[src/rtl/gdt_pkg.sv]
package gdt_pkg;
  typedef struct packed {
    logic hi;
    logic lo;
  } gate_pair_t;

  function automatic int unsigned max_u(input int unsigned a, input int unsigned b);
    return (a > b) ? a : b;
  endfunction
endpackage

[src/rtl/gdt_holdoff.sv]
module gdt_holdoff #(
  parameter int unsigned HOLD_CYC = 375000
) (
  input  logic clk,
  input  logic rst_n,
  output logic run
);
  localparam int unsigned LIM = (HOLD_CYC == 0) ? 1 : HOLD_CYC;
  localparam int unsigned HW  = $clog2(LIM + 1);

  logic [HW-1:0] cnt_q;

  // run rises on the LIM-th edge after reset release and then stays set
  always_ff @(posedge clk or negedge rst_n) begin
    if (!rst_n) begin
      cnt_q <= '0;
      run   <= 1'b0;
    end else if (!run) begin
      cnt_q <= cnt_q + 1'b1;
      if (cnt_q == HW'(LIM - 1)) run <= 1'b1;
    end
  end

  assert_run_sticky_R7: assert property (@(posedge clk) disable iff (!rst_n)
    run |=> run);
  assert_cnt_bound_R7: assert property (@(posedge clk) disable iff (!rst_n)
    cnt_q <= HW'(LIM));
endmodule

[src/rtl/gdt_dt_select.sv]
module gdt_dt_select #(
  parameter int unsigned DT_W    = 8,
  parameter int unsigned CNT_W   = 10,
  parameter int unsigned DEF_CYC = 750
) (
  input  logic [DT_W-1:0]  dt_prog,
  input  logic             use_def,
  output logic [CNT_W-1:0] dt_eff
);
  logic [CNT_W-1:0] prog_ext;

  generate
    if (CNT_W > DT_W) begin : g_pad
      assign prog_ext = {{(CNT_W - DT_W){1'b0}}, dt_prog};
    end else begin : g_same
      assign prog_ext = dt_prog;
    end
  endgenerate

  assign dt_eff = use_def ? CNT_W'(DEF_CYC) : prog_ext;
endmodule

[src/rtl/gdt_leg.sv]
module gdt_leg #(
  parameter int unsigned CNT_W = 10
) (
  input  logic             clk,
  input  logic             rst_n,
  input  logic             run,
  input  logic             req_hi,
  input  logic             req_lo,
  input  logic [CNT_W-1:0] dt_eff,
  output logic             gate_hi,
  output logic             gate_lo
);
  // side 0 = upper switch, side 1 = lower switch
  logic [1:0] req;
  logic [1:0] want;
  logic [1:0] g;

  assign req = {req_lo, req_hi};

  for (genvar s = 0; s < 2; s++) begin : g_side
    logic             g_q;
    logic [CNT_W-1:0] cnt_q;

    assign want[s] = run & req[s] & ~req[1-s];
    assign g[s]    = g_q;

    // delay counter restarts whenever this side's turn-on condition lapses
    always_ff @(posedge clk or negedge rst_n) begin
      if (!rst_n) begin
        g_q   <= 1'b0;
        cnt_q <= '0;
      end else begin
        g_q <= want[s] & (g_q | (cnt_q >= dt_eff));
        if (!want[s])
          cnt_q <= '0;
        else if (!g_q && (cnt_q != '1))
          cnt_q <= cnt_q + 1'b1;
      end
    end
  end

  assign gate_hi = g[0];
  assign gate_lo = g[1];

  assert_no_overlap_R1: assert property (@(posedge clk) disable iff (!rst_n)
    !(gate_hi && gate_lo));
  assert_bbm_hi_R2: assert property (@(posedge clk) disable iff (!rst_n)
    (gate_lo && dt_eff != '0) |=> !gate_hi);
  assert_bbm_lo_R2: assert property (@(posedge clk) disable iff (!rst_n)
    (gate_hi && dt_eff != '0) |=> !gate_lo);
  assert_off_hi_R3: assert property (@(posedge clk) disable iff (!rst_n)
    !req_hi |=> !gate_hi);
  assert_off_lo_R3: assert property (@(posedge clk) disable iff (!rst_n)
    !req_lo |=> !gate_lo);
  assert_conflict_R4: assert property (@(posedge clk) disable iff (!rst_n)
    (req_hi && req_lo) |=> !(gate_hi || gate_lo));
  assert_hold_on_R8: assert property (@(posedge clk) disable iff (!rst_n)
    (gate_hi && req_hi && !req_lo && run) |=> gate_hi);
endmodule

[src/rtl/gate_deadtime_seq.sv]
module gate_deadtime_seq #(
  parameter int unsigned N_PH      = 3,
  parameter int unsigned DT_W      = 8,
  parameter int unsigned CLK_KHZ   = 125000,
  parameter int unsigned HOLD_US   = 3000,
  parameter int unsigned DEF_DT_NS = 6000
) (
  input  logic            clk,
  input  logic            rst_n,
  input  logic [N_PH-1:0] req_hi,
  input  logic [N_PH-1:0] req_lo,
  input  logic [DT_W-1:0] dt_cycles,
  input  logic            dt_use_default,
  output logic [N_PH-1:0] gate_hi,
  output logic [N_PH-1:0] gate_lo
);
  localparam int unsigned HOLD_CYC = CLK_KHZ * HOLD_US / 1000;
  localparam int unsigned DEF_CYC  = CLK_KHZ * DEF_DT_NS / 1000000;
  localparam int unsigned DT_MAX   = (1 << DT_W) - 1;
  localparam int unsigned CNT_W    = $clog2(gdt_pkg::max_u(DT_MAX, DEF_CYC) + 1);

  logic             run;
  logic [CNT_W-1:0] dt_eff;

  gdt_pkg::gate_pair_t leg_out [N_PH];

  gdt_holdoff #(.HOLD_CYC(HOLD_CYC)) u_holdoff (
    .clk  (clk),
    .rst_n(rst_n),
    .run  (run)
  );

  gdt_dt_select #(.DT_W(DT_W), .CNT_W(CNT_W), .DEF_CYC(DEF_CYC)) u_dtsel (
    .dt_prog(dt_cycles),
    .use_def(dt_use_default),
    .dt_eff (dt_eff)
  );

  for (genvar p = 0; p < N_PH; p++) begin : g_leg
    gdt_leg #(.CNT_W(CNT_W)) u_leg (
      .clk    (clk),
      .rst_n  (rst_n),
      .run    (run),
      .req_hi (req_hi[p]),
      .req_lo (req_lo[p]),
      .dt_eff (dt_eff),
      .gate_hi(leg_out[p].hi),
      .gate_lo(leg_out[p].lo)
    );
    assign gate_hi[p] = leg_out[p].hi;
    assign gate_lo[p] = leg_out[p].lo;
  end

  assert_holdoff_R7: assert property (@(posedge clk) disable iff (!rst_n)
    !run |-> (gate_hi == '0 && gate_lo == '0));
  assert_reset_R6: assert property (@(posedge clk)
    !rst_n |-> (gate_hi == '0 && gate_lo == '0));
endmodule

[config.mk]
export PLATFORM = sky130hd
export DESIGN_NAME = gate_deadtime_seq
export DESIGN_NICKNAME = d
export VERILOG_FILES = /design/src/rtl/gdt_pkg.sv /design/src/rtl/gdt_holdoff.sv /design/src/rtl/gdt_dt_select.sv /design/src/rtl/gdt_leg.sv /design/src/rtl/gate_deadtime_seq.sv
export SDC_FILE = /design/constraint.sdc
export NUM_CORES = 1
export LEC_CHECK = 0
export ABC_AREA = 1
export BUFFER_PORTS_ARGS = -buffer_cell sky130_fd_sc_hd__buf_4
export CAP_MARGIN = 10
export CELL_PAD_IN_SITES_DETAIL_PLACEMENT = 0
export CELL_PAD_IN_SITES_GLOBAL_PLACEMENT = 1
export CORE_UTILIZATION = 43
export CTS_BUF_LIST = sky130_fd_sc_hd__clkbuf_2
export CTS_CLUSTER_DIAMETER = 40
export DETAILED_ROUTE_END_ITERATION = 12
export GPL_ROUTABILITY_DRIVEN = 0
export PLACE_DENSITY_LB_ADDON = 0.1
export SLEW_MARGIN = 20
export SYNTH_ARGS = -nofsm -noshare
export SYNTH_HDL_FRONTEND = slang
export SYNTH_HIERARCHICAL = 1
export SYNTH_SLANG_ARGS = --single-unit
[constraint.sdc]
create_clock -name clk -period 1.3 [get_ports clk]
set_input_delay 0.065 -clock clk [delete_from_list [all_inputs] [get_ports clk]]
set_output_delay 0.065 -clock clk [all_outputs]
set_load 0.05 [all_outputs]
==> results by group, run 1 <==
Status
  – Status: finished, violations left
  – Failing checks: negative setup slack

Worst setup path
  – FF-to-FF setup slack: -140 ps
  – Crit-path max FO: 7
  – CP Class: register to register
  – Worst Setup End Kind: register
  – RR Endpoint: g_leg[1].u_leg/g_side[1].cnt_q[2]
  – Critical Path Source Type: register
  – Reg2Reg Depth: 9
  – Worst Path Required: 1870 ps
  – Arr. time, crit path: 2010 ps
  – FF-to-FF Start: g_leg[1].u_leg/g_side[1].cnt_q[0]

Die
  – Core Area: 15370 um2
  – Die Wd: 128.3 um
  – Die Ht: 128.3 um
  – # rows: 45
  – Initial Utilization: 0.4459
  – Die area: 16450 um2
  – I/O Pins: 23

STA
  – Final min period: 1438 ps
  – Final Hold Vio Count: 0
  – Clock skew: 37.05 ps
  – # setup viols final: 72
  – Fin. max-slew vios: 0
  – RSZ-0062 raised after global routing: yes
  – Fmax: 0.6955 GHz
  – Rel. slew slack: 0.6289
  – Tcrit/Tclk final: 1.106
  – TNS Setup: -5273 ps
  – Slew @ Worst Pin: 556.6 ps
  – PnR worst setup slack: -137.8 ps

Power
  – LEAKAGE: 5.066 nW
  – Power per Cell Area: 450.9 nW/um2
  – Peak VDD IR: 0.3753 mV

Synthesis
  – Post-synth EDFFs: 0
  – Top cells by count, synth: 278 x nand2_1, 143 x inv_1, 98 x nand3_1, 86 x dfrtp_1, 74 x nor2_1
  – Syn Inst Count: 954
  – Synthesis-stage register bit count: 86
  – Mean Syn Cell Area: 7.185 um2
  – Library cells used by synthesis: 31
  – Most common flop cell mapped by yosys: dfrtp_1
  – Count leader, synth: nand2_1
  – Yosys Warn Count: 6
  – Seq/Total Area, Yosys: 0.3140
  – Cell taking the most area after synthesis: dfrtp_1
  – Area of the mapped netlist: 6854 um2
  – Share of the synthesized area in the top cell type: 0.3140
  – Post-Syn Nets: 1039
  – Main area contributors after synthesis: dfrtp_1 31%, nand2_1 15%, ha_1 12%
  – Async set-reset flop share out of synthesis: 1.000

Routing
  – Initial drt markers: 306
  – WL final: 18.29 mm
  – DRC: 0
  – WL per Instance: 13.78 um
  – Vias per std cell: 4.800
  – Antenna-violating nets left: 0
  – Routed via count: 6369
  – Router iterations before antenna repair: 5

Clock network
  – Worst skew pair latency: 640 ps
  – CTS sink cnt: 86
  – Cts bufs inserted: 9
  – Clk root buf: clkbuf_2
  – CTS tree: done
  – CTS clk-pin slew, worst paths: 310 ps
  – H-tree depth: 3
  – Max Root-Sink Buffers: 2

Hold path
  – WHS Path Cells: 9
  – Hold Path Origin: dt_use_default
  – Hold EP: g_leg[0].u_leg/gate_lo
  – Hold crit path type: input pin to register

Layout
  – Area grow syn2layout: 43.03%
  – Final nets: 1195
  – Layout cell share with drive strength beyond 1: 0.4170

Placement
  – Placed wire-length estimate: 12.81 mm
  – Post-place setup slack: -217.6 ps
  – Port buffer count: 22

GRT
  – Largest net degree at the start of global routing: 87
  – First-pass GRT wire length: 29.45 mm
  – Number of global-route vias before repair: 5892
  – All-Layer GR Usage: 0.2296
  – GRT overflow: 0
  – Initial antenna violation count: 1

Flow run
  – Max Cap Viol: 0
-- routing by layer --
metal  wire (um)  vias to the layer above  global-route usage
met3         375                        8             0.04048
met5           0                        -                   0
met1        8792                     2969              0.3133
met4         123                        0             0.04221
li1            -                     3345                   -
met2        8996                       47              0.3819
-- flip-flops by register name, indices dropped and copies added (netlist names) --
register	cells
u_holdoff/cnt_q	19
u_holdoff/run	1
g_leg.u_leg/gate_hi	3
g_leg.u_leg/g_side.cnt_q	60
g_leg.u_leg/gate_lo	3
-- cell families after synthesis --
group	after synthesis	synth area share
and+or+nand+nor	539	0.3655
other	1	0.0005471
buffers and inverters	169	0.1086
xor gates and xnor gates	20	0.02556
AOI/OAI and AO/OA	71	0.06170
adders and majority gates	68	0.1241
DFF	86	0.3140
-- through the flow --
stage	instance area, um2	instances	hold WS (ps)	total power [mW]	util
after floorplan	6918	954	-230.6	2.865	-
after global placement	7946	1261	156.1	3.025	0.5170
after detailed placement	7946	1261	156.0	3.028	0.5170
after CTS	8731	1312	128.5	4.480	0.5680
after global routing	9803	1327	173.7	4.673	0.6378
final	9803	1327	182.6	4.421	0.6378
-- worst max path at each step --
stage	slack, ps	start	endpoint	cells past startpoint
3_5_place_dp	-220	u_holdoff/run	g_leg[2].u_leg/g_side[1].cnt_q[5]	6
4_1_cts	-120	g_leg[1].u_leg/g_side[1].cnt_q[0]	g_leg[1].u_leg/g_side[1].cnt_q[4]	9
5_1_grt	-230	g_leg[2].u_leg/g_side[1].cnt_q[0]	g_leg[2].u_leg/g_side[1].cnt_q[2]	9
3_3_place_gp	-200	u_holdoff/run	g_leg[2].u_leg/g_side[1].cnt_q[5]	6
6_report	-140	g_leg[1].u_leg/g_side[1].cnt_q[0]	g_leg[1].u_leg/g_side[1].cnt_q[2]	9
2_1_floorplan	-40	g_leg[0].u_leg/g_side[1].cnt_q[1]	g_leg[0].u_leg/g_side[1].cnt_q[7]	10
-- layout make-up --
class / count / area [um2]
sequential: 86 / 2180
timing repair buffer: 155 / 1394
multi-input combinational: 699 / 5086
antenna: 1 / 2.502
tap: 211 / 264.0
inverter: 153 / 676.9
clock buffer: 9 / 45.04
timing repair inverter: 6 / 97.59
fill: 1396 / 5568
clock inverter: 7 / 57.56
-- worst max-delay path, cell delays in order (launching register included) --
cell and delay (ps):
dfrtp_1 490, ha_4 170, nand2_4 60, nor2_4 130, nand3_2 110, nand2_4 110, nand2_8 100, clkinv_8 90
nand2_2 40, o21ai_1 70
-- layout by cell type, fill, tap and decap left out, types with 7 or more instances in the layout --
cell,count
a21oi_1,12
buf_12,7
buf_4,112
buf_6,26
clkbuf_2,9
clkinv_8,13
dfrtp_1,64
dfrtp_2,22
dlygate4sd3_1,8
ha_1,42
ha_4,25
inv_1,121
inv_2,19
nand2_1,203
nand2_2,51
nand2_4,35
nand2_8,7
nand3_1,71
nand3_2,27
nand3b_1,7
nand4_1,19
nor2_1,55
nor2_2,18
nor2_4,21
o21ai_1,17
o21ai_2,30
o21bai_1,9
or2_2,12
xnor2_1,8
xor2_1,10
-- where the power goes --
part | internal, mW | total (mW) | switching [mW]
clock network | 0.275 | 1.37 | 1.10
logic | 0.137 | 0.366 | 0.229
registers | 2.68 | 2.68 | 0
total | 3.09 | 4.42 | 1.33
-- repair_timing --
| item | in CTS | in global routing |
|---|---|---|
| cloned | 6 | 1 |
| hold buffers | 8 | 0 |
| gates resized for setup | 136 | 220 |
| buffers inserted | 21 | 15 |
| endpoints found under the hold margin | 143 | 0 |
| setup endpoints to repair | 86 | 87 |
| pin swaps | 32 | 78 |
Power figures use the tool's default switching activity.
==> inputs of run 2 (changes only) <==
--- a/config.mk
+++ b/config.mk
@@ -19,5 +19,4 @@
 export SLEW_MARGIN = 20
 export SYNTH_ARGS = -nofsm -noshare
 export SYNTH_HDL_FRONTEND = slang
-export SYNTH_HIERARCHICAL = 1
 export SYNTH_SLANG_ARGS = --single-unit
==> constraint.sdc (replaced) <==
create_clock -name clk -period 1.3 [get_ports clk]
set_input_delay 0.13 -clock clk [delete_from_list [all_inputs] [get_ports clk]]
set_output_delay 0.13 -clock clk [all_outputs]
set_load 0.05 [all_outputs]
==> run 2 against run 1 <==
Against the previous run: the run still ends with negative setup slack left; sequential share of layout area up 0.63 points; utilization up 6.9 points; cell count down 8.2%; synthesized cell count down 18%; final area down 3.7%; global-route usage up 2.6 points; synthesized area down 14%; via count down 3.2%; clock power up 16%.
==> results by group, run 2 <==
STA
  – Tcrit/Tclk final: 1.214 (was 1.106)
  – RSZ-0062 raised after global routing: yes (unchanged)
  – Final min period: 1578 ps (was 1438 ps)
  – TNS Setup: -13000 ps (was -5273 ps)
  – Slew @ Worst Pin: 665.4 ps (was 556.6 ps)
  – Rel. slew slack: 0.5548 (was 0.6289)
  – Hold Slack: 159.7 ps (was 182.6 ps)
  – Fmax: 0.6335 GHz (was 0.6955 GHz)
  – # setup viols final: 82 (was 72)
  – Fin. max-slew vios: 0 (unchanged)
  – PnR worst setup slack: -278.5 ps (was -137.8 ps)
  – Clock skew: 36.40 ps (was 37.05 ps)
  – Final Hold Vio Count: 0 (unchanged)

Clock network
  – Worst skew pair latency: 630 ps (was 640 ps)
  – Cts bufs inserted: 9 (unchanged)
  – CTS sink cnt: 86 (unchanged)
  – CTS tree: done (unchanged)
  – Clk root buf: clkbuf_2 (unchanged)
  – Max Root-Sink Buffers: 2 (unchanged)
  – CTS clk-pin slew, worst paths: 280 ps (was 310 ps)
  – H-tree depth: 3 (unchanged)

Routing
  – Met1 wire length: 7.945 mm (was 8.792 mm)
  – Met2 WL: 8.952 mm (was 8.996 mm)
  – WL per Instance: 14.57 um (was 13.78 um)
  – Initial drt markers: 280 (was 306)
  – DR WL met3: 431 um (was 375 um)
  – DRC: 0 (unchanged)
  – Router iterations before antenna repair: 5 (unchanged)
  – WL final: 17.75 mm (was 18.29 mm)
  – Vias per std cell: 5.062 (was 4.800)
  – Routed via count: 6165 (was 6369)
  – Max layer used: met4 (unchanged)
  – Antenna-violating nets left: 0 (unchanged)

Layout
  – ANT cells: 0 (was 1)
  – Design area: 9437 um2 (was 9803 um2)
  – Highest-count cells in the layout ignoring fill and taps: 187 x buf_4, 161 x nand2_1, 85 x inv_1 (was 203 x nand2_1, 121 x inv_1, 112 x buf_4)
  – Area grow syn2layout: 59.38% (was 43.03%)
  – Largest register FFs: 60 (unchanged)
  – Final nets: 1109 (was 1195)
  – Largest regs: g_leg.u_leg.g_side.cnt_q (60), u_holdoff.cnt_q (19) (was g_leg.u_leg/g_side.cnt_q (60), u_holdoff/cnt_q (19))
  – Commonest non-fill, non-tap cell in the layout: buf_4 (was nand2_1)
  – Layout cell share with drive strength beyond 1: 0.4568 (was 0.4170)
  – Utilization after layout: 0.7070 (was 0.6378)
  – Top reg by flops: g_leg.u_leg.g_side.cnt_q (was g_leg.u_leg/g_side.cnt_q)

Power
  – Power per Cell Area: 491.8 nW/um2 (was 450.9 nW/um2)
  – Peak VDD IR: 0.3279 mV (was 0.3753 mV)
  – LEAKAGE: 4.530 nW (was 5.066 nW)

GRT
  – First-pass GRT wire length: 28.88 mm (was 29.45 mm)
  – Initial antenna violation count: 0 (was 1)
  – GRT overflow: 0 (unchanged)
  – Number of global-route vias before repair: 6145 (was 5892)
  – All-Layer GR Usage: 0.2552 (was 0.2296)
  – Largest net degree at the start of global routing: 34 (was 87)

Synthesis
  – Share of the synthesized area in the top cell type: 0.3635 (was 0.3140)
  – Mean Syn Cell Area: 7.533 um2 (was 7.185 um2)
  – Synthesis-stage register bit count: 86 (unchanged)
  – Area of the mapped netlist: 5921 um2 (was 6854 um2)
  – Cell taking the most area after synthesis: dfrtp_1 (unchanged)
  – Most common flop cell mapped by yosys: dfrtp_1 (unchanged)
  – Post-Syn Nets: 858 (was 1039)
  – Library cells used by synthesis: 41 (was 31)
  – Top cells by count, synth: 199 x nand2_1, 108 x inv_1, 86 x dfrtp_1, 69 x nor2_1, 60 x nand3_1 (was 278 x nand2_1, 143 x inv_1, 98 x nand3_1, 86 x dfrtp_1, 74 x nor2_1)
  – Async set-reset flop share out of synthesis: 1.000 (unchanged)
  – Seq/Total Area, Yosys: 0.3635 (was 0.3140)
  – Yosys Warn Count: 0 (was 6)
  – Count leader, synth: nand2_1 (unchanged)
  – Main area contributors after synthesis: dfrtp_1 36%, nand2_1 13%, ha_1 12% (was dfrtp_1 31%, nand2_1 15%, ha_1 12%)
  – Syn Inst Count: 786 (was 954)
  – Post-synth EDFFs: 0 (unchanged)

Status
  – Failing checks: negative setup slack (unchanged)
  – Status: finished, violations left (unchanged)

Hold path
  – Hold crit path type: input pin to register (unchanged)
  – WHS Path Cells: 9 (unchanged)

Die
  – Die Ht: 119.3 um (was 128.3 um)
  – Die Wd: 119.3 um (was 128.3 um)
  – Core Area: 13350 um2 (was 15370 um2)
  – Die area: 14240 um2 (was 16450 um2)
  – # rows: 42 (was 45)
  – Initial Utilization: 0.4436 (was 0.4459)
  – I/O Pins: 23 (unchanged)

Placement
  – Port buffer count: 22 (unchanged)
  – Placed wire-length estimate: 11.93 mm (was 12.81 mm)
  – Placed cell area: 7665 um2 (was 7946 um2)

Worst setup path
  – Crit-path max FO: 2 (was 7)
  – FF-to-FF setup slack: -280 ps (was -140 ps)
  – FF-to-FF Start: g_leg[1].u_leg.g_side[0].cnt_q[0] (was g_leg[1].u_leg/g_side[1].cnt_q[0])
  – RR Endpoint: g_leg[1].u_leg.gate_hi (was g_leg[1].u_leg/g_side[1].cnt_q[2])
  – Worst Path Required: 1840 ps (was 1870 ps)
  – CP endpoint: g_leg[1].u_leg.gate_hi (was g_leg[1].u_leg/g_side[1].cnt_q[2])
  – Worst Setup End Kind: register (unchanged)
  – Critical Path Source Type: register (unchanged)
  – Reg2Reg Depth: 12 (was 9)
  – Critical Path Start: g_leg[1].u_leg.g_side[0].cnt_q[0] (was g_leg[1].u_leg/g_side[1].cnt_q[0])
  – CP Class: register to register (unchanged)
  – Arr. time, crit path: 2120 ps (was 2010 ps)

Flow run
  – Max Cap Viol: 0 (unchanged)
==> run 2: kinds of logic (layout without fill, tap and decap cells) <==
logic type	count (synthesis)	count (layout)	share of synthesized area
buffers and inverters	125	380	0.08812
adders and majority gates	55	55	0.1162
AOI/OAI and AO/OA	93	93	0.08918
DFF	86	86	0.3635
and+or+nand+nor	399	400	0.3016
xor gates and xnor gates	28	28	0.04142
==> run 2: per-stage QoR <==
step	worst slack [ps]	instances	power, mW
detailed placement	-297.1	1131	3.040
CTS	-253.8	1201	4.674
floorplan	-152.3	786	2.847
global route	-390.8	1218	4.846
finish	-278.5	1218	4.641
global placement	-287.6	1131	3.033
==> run 2: layout make-up <==
cell class / count / area (um2)
Clock buffer: 10 / 50.05
Multi-Input combinational cell: 576 / 4253
Clock inverter: 6 / 76.32
Sequential cell: 86 / 2157
Fill cell: 1059 / 3911
Inverter: 112 / 509.2
Timing Repair Buffer: 252 / 2171
Tap cell: 176 / 220.2
==> run 2: how the worst min path moves through the flow <==
stage | start | to | slack [ps]
after floorplan | rst_n | g_leg[0].u_leg.g_side[0].cnt_q[0] | -170
after global placement | rst_n | g_leg[0].u_leg.g_side[0].cnt_q[7] | 40
after detailed placement | rst_n | g_leg[0].u_leg.g_side[0].cnt_q[7] | 40
after CTS | dt_cycles[3] | g_leg[1].u_leg.gate_lo | 110
after global routing | dt_cycles[3] | g_leg[1].u_leg.gate_lo | 170
final | dt_cycles[7] | g_leg[2].u_leg.gate_lo | 160
==> run 2: power by group <==
group          internal [mW]  switching (mW)
clock network          0.489            1.10
logic                  0.157           0.212
registers               2.68               0
total                   3.33            1.31
==> run 2: per-layer routing <==
metal	global-route usage	up-vias
met2	0.4317	96
met3	0.02969	35
met4	0.09609	0
met1	0.3340	2946
met5	0	-
li1	-	3088
==> run 2: worst max-delay path, stage by stage (launching register included) <==
cell and delay [ps]:
dfrtp_1 460, buf_4 140, buf_6 120, inv_6 50
ha_4 180, o21ai_1 120, nand2_1 70, nand2_1 60
nand2_1 50, nand2_1 50, nand2_1 60, nand2_1 80
a21oi_2 50
==> run 2: timing repair <==
action	in CTS	in global routing
pin swaps	61	70
resized for setup	122	142
buffers inserted	45	23
hold buffers	10	0
endpoints found under the setup margin	88	87
cloned	1	0
hold endpoints to repair	140	0
==> inputs of run 3 (changes only) <==
--- a/config.mk
+++ b/config.mk
@@ -10,7 +10,7 @@
 export CAP_MARGIN = 10
 export CELL_PAD_IN_SITES_DETAIL_PLACEMENT = 0
 export CELL_PAD_IN_SITES_GLOBAL_PLACEMENT = 1
-export CORE_UTILIZATION = 43
+export CORE_UTILIZATION = 30
 export CTS_BUF_LIST = sky130_fd_sc_hd__clkbuf_2
 export CTS_CLUSTER_DIAMETER = 40
 export DETAILED_ROUTE_END_ITERATION = 12
==> run 3 against run 2 <==
Against the previous run: the run still ends with negative setup slack left; clock skew hardly changed; count of clock-buffer cells in the layout is 1 lower; worst hold slack better by 6.1 ps; non-clock buffer count is 10 lower; worst setup slack worse by 33 ps; largest power group unchanged; maximum frequency is 2.0% lower.
==> results by group, run 3 (synthesis results as in run 2) <==
Die
  – Die Ht: 142.5 um (was 119.3 um)
  – Initial Utilization: 0.3052 (was 0.4436)
  – Die area: 20300 um2 (was 14240 um2)
  – # rows: 51 (was 42)
  – I/O Pins: 23 (unchanged)
  – Die Wd: 142.5 um (was 119.3 um)
  – Core Area: 19400 um2 (was 13350 um2)

Clock network
  – CTS sink cnt: 86 (unchanged)
  – CTS tree: done (unchanged)
  – CTS clk-pin slew, worst paths: 270 ps (was 280 ps)
  – Cts bufs inserted: 9 (unchanged)
  – H-tree depth: 3 (unchanged)
  – Clk root buf: clkbuf_2 (unchanged)
  – Max Root-Sink Buffers: 2 (unchanged)
  – Worst skew pair latency: 620 ps (was 630 ps)

Routing
  – Initial drt markers: 225 (was 280)
  – Antenna-violating nets left: 0 (unchanged)
  – Router iterations before antenna repair: 5 (unchanged)
  – WL per Instance: 13.95 um (was 14.57 um)
  – DRC: 0 (unchanged)
  – Vias per std cell: 4.643 (was 5.062)
  – WL final: 18.11 mm (was 17.75 mm)
  – Routed via count: 6027 (was 6165)

Flow run
  – Max Cap Viol: 0 (unchanged)

Worst setup path
  – CP Class: register to register (unchanged)
  – FF-to-FF setup slack: -310 ps (was -280 ps)
  – Worst Setup End Kind: register (unchanged)
  – Worst Path Required: 1840 ps (about the same)
  – Worst path max stage delay: 460 ps (about the same)
  – Crit-path max FO: 5 (was 2)
  – Arr. time, crit path: 2150 ps (was 2120 ps)
  – Worst path slowest cell: dfrtp_1 (unchanged)
  – CP cell instances: ha_2 > nand2_2 > inv_2 > nand2_4 > nor2_4 > a31oi_4 > buf_12 > clkbuf_16 > nand3b_1 > nand2_1 (was buf_4 > buf_6 > inv_6 > ha_4 > o21ai_1 > nand2_1 > nand2_1 > nand2_1 > nand2_1 > nand2_1 > nand2_1 > a21oi_2)
  – Critical Path Source Type: register (unchanged)

STA
  – Fin. max-slew vios: 0 (unchanged)
  – Final min period: 1611 ps (was 1578 ps)
  – Rel. slew slack: 0.4727 (was 0.5548)
  – Final Hold Vio Count: 0 (unchanged)
  – # setup viols final: 79 (was 82)
  – TNS Setup: -12320 ps (was -13000 ps)
  – RSZ-0062 raised after global routing: yes (unchanged)
  – Clock skew: 36.57 ps (was 36.40 ps)
  – Tcrit/Tclk final: 1.239 (was 1.214)
  – PnR worst setup slack: -311.1 ps (was -278.5 ps)
  – Fmax: 0.6207 GHz (was 0.6335 GHz)
  – Hold Slack: 165.7 ps (was 159.7 ps)
  – Slew @ Worst Pin: 788.1 ps (was 665.4 ps)

GRT
  – All-Layer GR Usage: 0.1866 (was 0.2552)
  – GRT overflow: 0 (unchanged)
  – Number of global-route vias before repair: 6089 (was 6145)
  – Initial antenna violation count: 1 (was 0)
  – First-pass GRT wire length: 29.53 mm (was 28.88 mm)
  – Largest net degree at the start of global routing: 25 (was 34)

Placement
  – Number of instances in the placed design: 1217 (was 1131)
  – Post-place setup slack: -367.5 ps (was -297.1 ps)
  – Port buffer count: 22 (unchanged)
  – Placed wire-length estimate: 13.13 mm (was 11.93 mm)

Status
  – Failing checks: negative setup slack (unchanged)
  – Status: finished, violations left (unchanged)

Layout
  – Area grow syn2layout: 60.71% (was 59.38%)
  – Commonest non-fill, non-tap cell in the layout: buf_4 (unchanged)
  – Highest-count cells in the layout ignoring fill and taps: 179 x buf_4, 159 x nand2_1, 83 x inv_1, 83 x dfrtp_1, 50 x nor2_1 (was 187 x buf_4, 161 x nand2_1, 85 x inv_1)
  – Cell Count, Final, Fillers Out: 1298 (was 1218)
  – Utilization after layout: 0.4905 (was 0.7070)
  – Largest regs: g_leg.u_leg.g_side.cnt_q (60), u_holdoff.cnt_q (19) (unchanged)
  – Top reg by flops: g_leg.u_leg.g_side.cnt_q (unchanged)
  – Layout cell share with drive strength beyond 1: 0.4593 (was 0.4568)
  – Final nets: 1099 (was 1109)
  – Largest register FFs: 60 (unchanged)

Power
  – LEAKAGE: 4.496 nW (was 4.530 nW)
  – Power per Cell Area: 486.3 nW/um2 (was 491.8 nW/um2)
  – Peak VDD IR: 0.3391 mV (was 0.3279 mV)

Hold path
  – Hold crit path type: input pin to register (unchanged)
[run 3: cell types whose count changed in the layout (fill, tap and decap cells not counted), sizes merged]
cell,previous run,this run
buf,242,233
clkinvlp,0,3
diode,0,1
inv,112,114
clkinv,5,1
dlygate4sd3,10,8
[run 3: layout make-up]
cell class	count	area [um2]
fillers	1937	9883
multi-input cells	576	4254
repair buffers	242	2175
flip-flops and latches	86	2156
inverters	112	473.0
well taps	265	331.6
clock inverters	7	78.83
clock buffers	9	45.04
diodes	1	2.502
[run 3: worst paths after layout]
check | endpoint | startpoint | cells after the start
setup / recovery | g_leg[2].u_leg.g_side[0].cnt_q[3] | g_leg[2].u_leg.g_side[0].cnt_q[0] | 10
hold reg to reg | u_holdoff.cnt_q[18] | u_holdoff.cnt_q[18] | 2
setup reg to reg | g_leg[2].u_leg.g_side[0].cnt_q[3] | g_leg[2].u_leg.g_side[0].cnt_q[0] | 10
hold / removal | g_leg[1].u_leg.gate_lo | dt_cycles[3] | 9
max in group asynchronous | g_leg[2].u_leg.g_side[0].cnt_q[7] | rst_n | 4
min in group asynchronous | g_leg[0].u_leg.gate_hi | rst_n | 3
[run 3: through the flow]
stage | area (um2) | power, mW
6_report | 9515 | 4.627
3_3_place_gp | 7829 | 3.063
4_1_cts | 8866 | 4.735
3_5_place_dp | 7829 | 3.068
2_1_floorplan | 6151 | 2.847
5_1_grt | 9515 | 4.871
[run 3: what timing repair did]
item	CTS	global route
pin swaps	58	62
setup endpoints to repair	81	88
hold endpoints to repair	147	0
hold buffers	8	0
cloned	2	1
gates resized for setup	131	119
setup buffers	41	16
[run 3: report_power, final]
| group | total (mW) | switching (mW) | internal, mW |
|---|---|---|---|
| combinational | 0.375 | 0.208 | 0.167 |
| sequential | 2.68 | 0 | 2.68 |
| clock | 1.57 | 1.11 | 0.462 |
| total | 4.63 | 1.32 | 3.31 |
[run 3: per-layer routing]
layer | wire [um] | part of all wire | track usage | vias to the layer above
met3 | 342 | 0.019 | 0.02961 | 20
li1 | - | - | - | 3058
met4 | 337 | 0.019 | 0.06169 | 0
met2 | 9274 | 0.51 | 0.3328 | 41
met5 | 0 | 0 | 0 | -
met1 | 8158 | 0.45 | 0.2275 | 2908
[run 3: critical path: cells and delay by family, from the launching register on]
family / cells / cell delay [ps]
compound gates: 1 / 120
fa+ha+maj: 1 / 210
buf+inv: 3 / 380
flops: 1 / 460
simple gates: 5 / 380
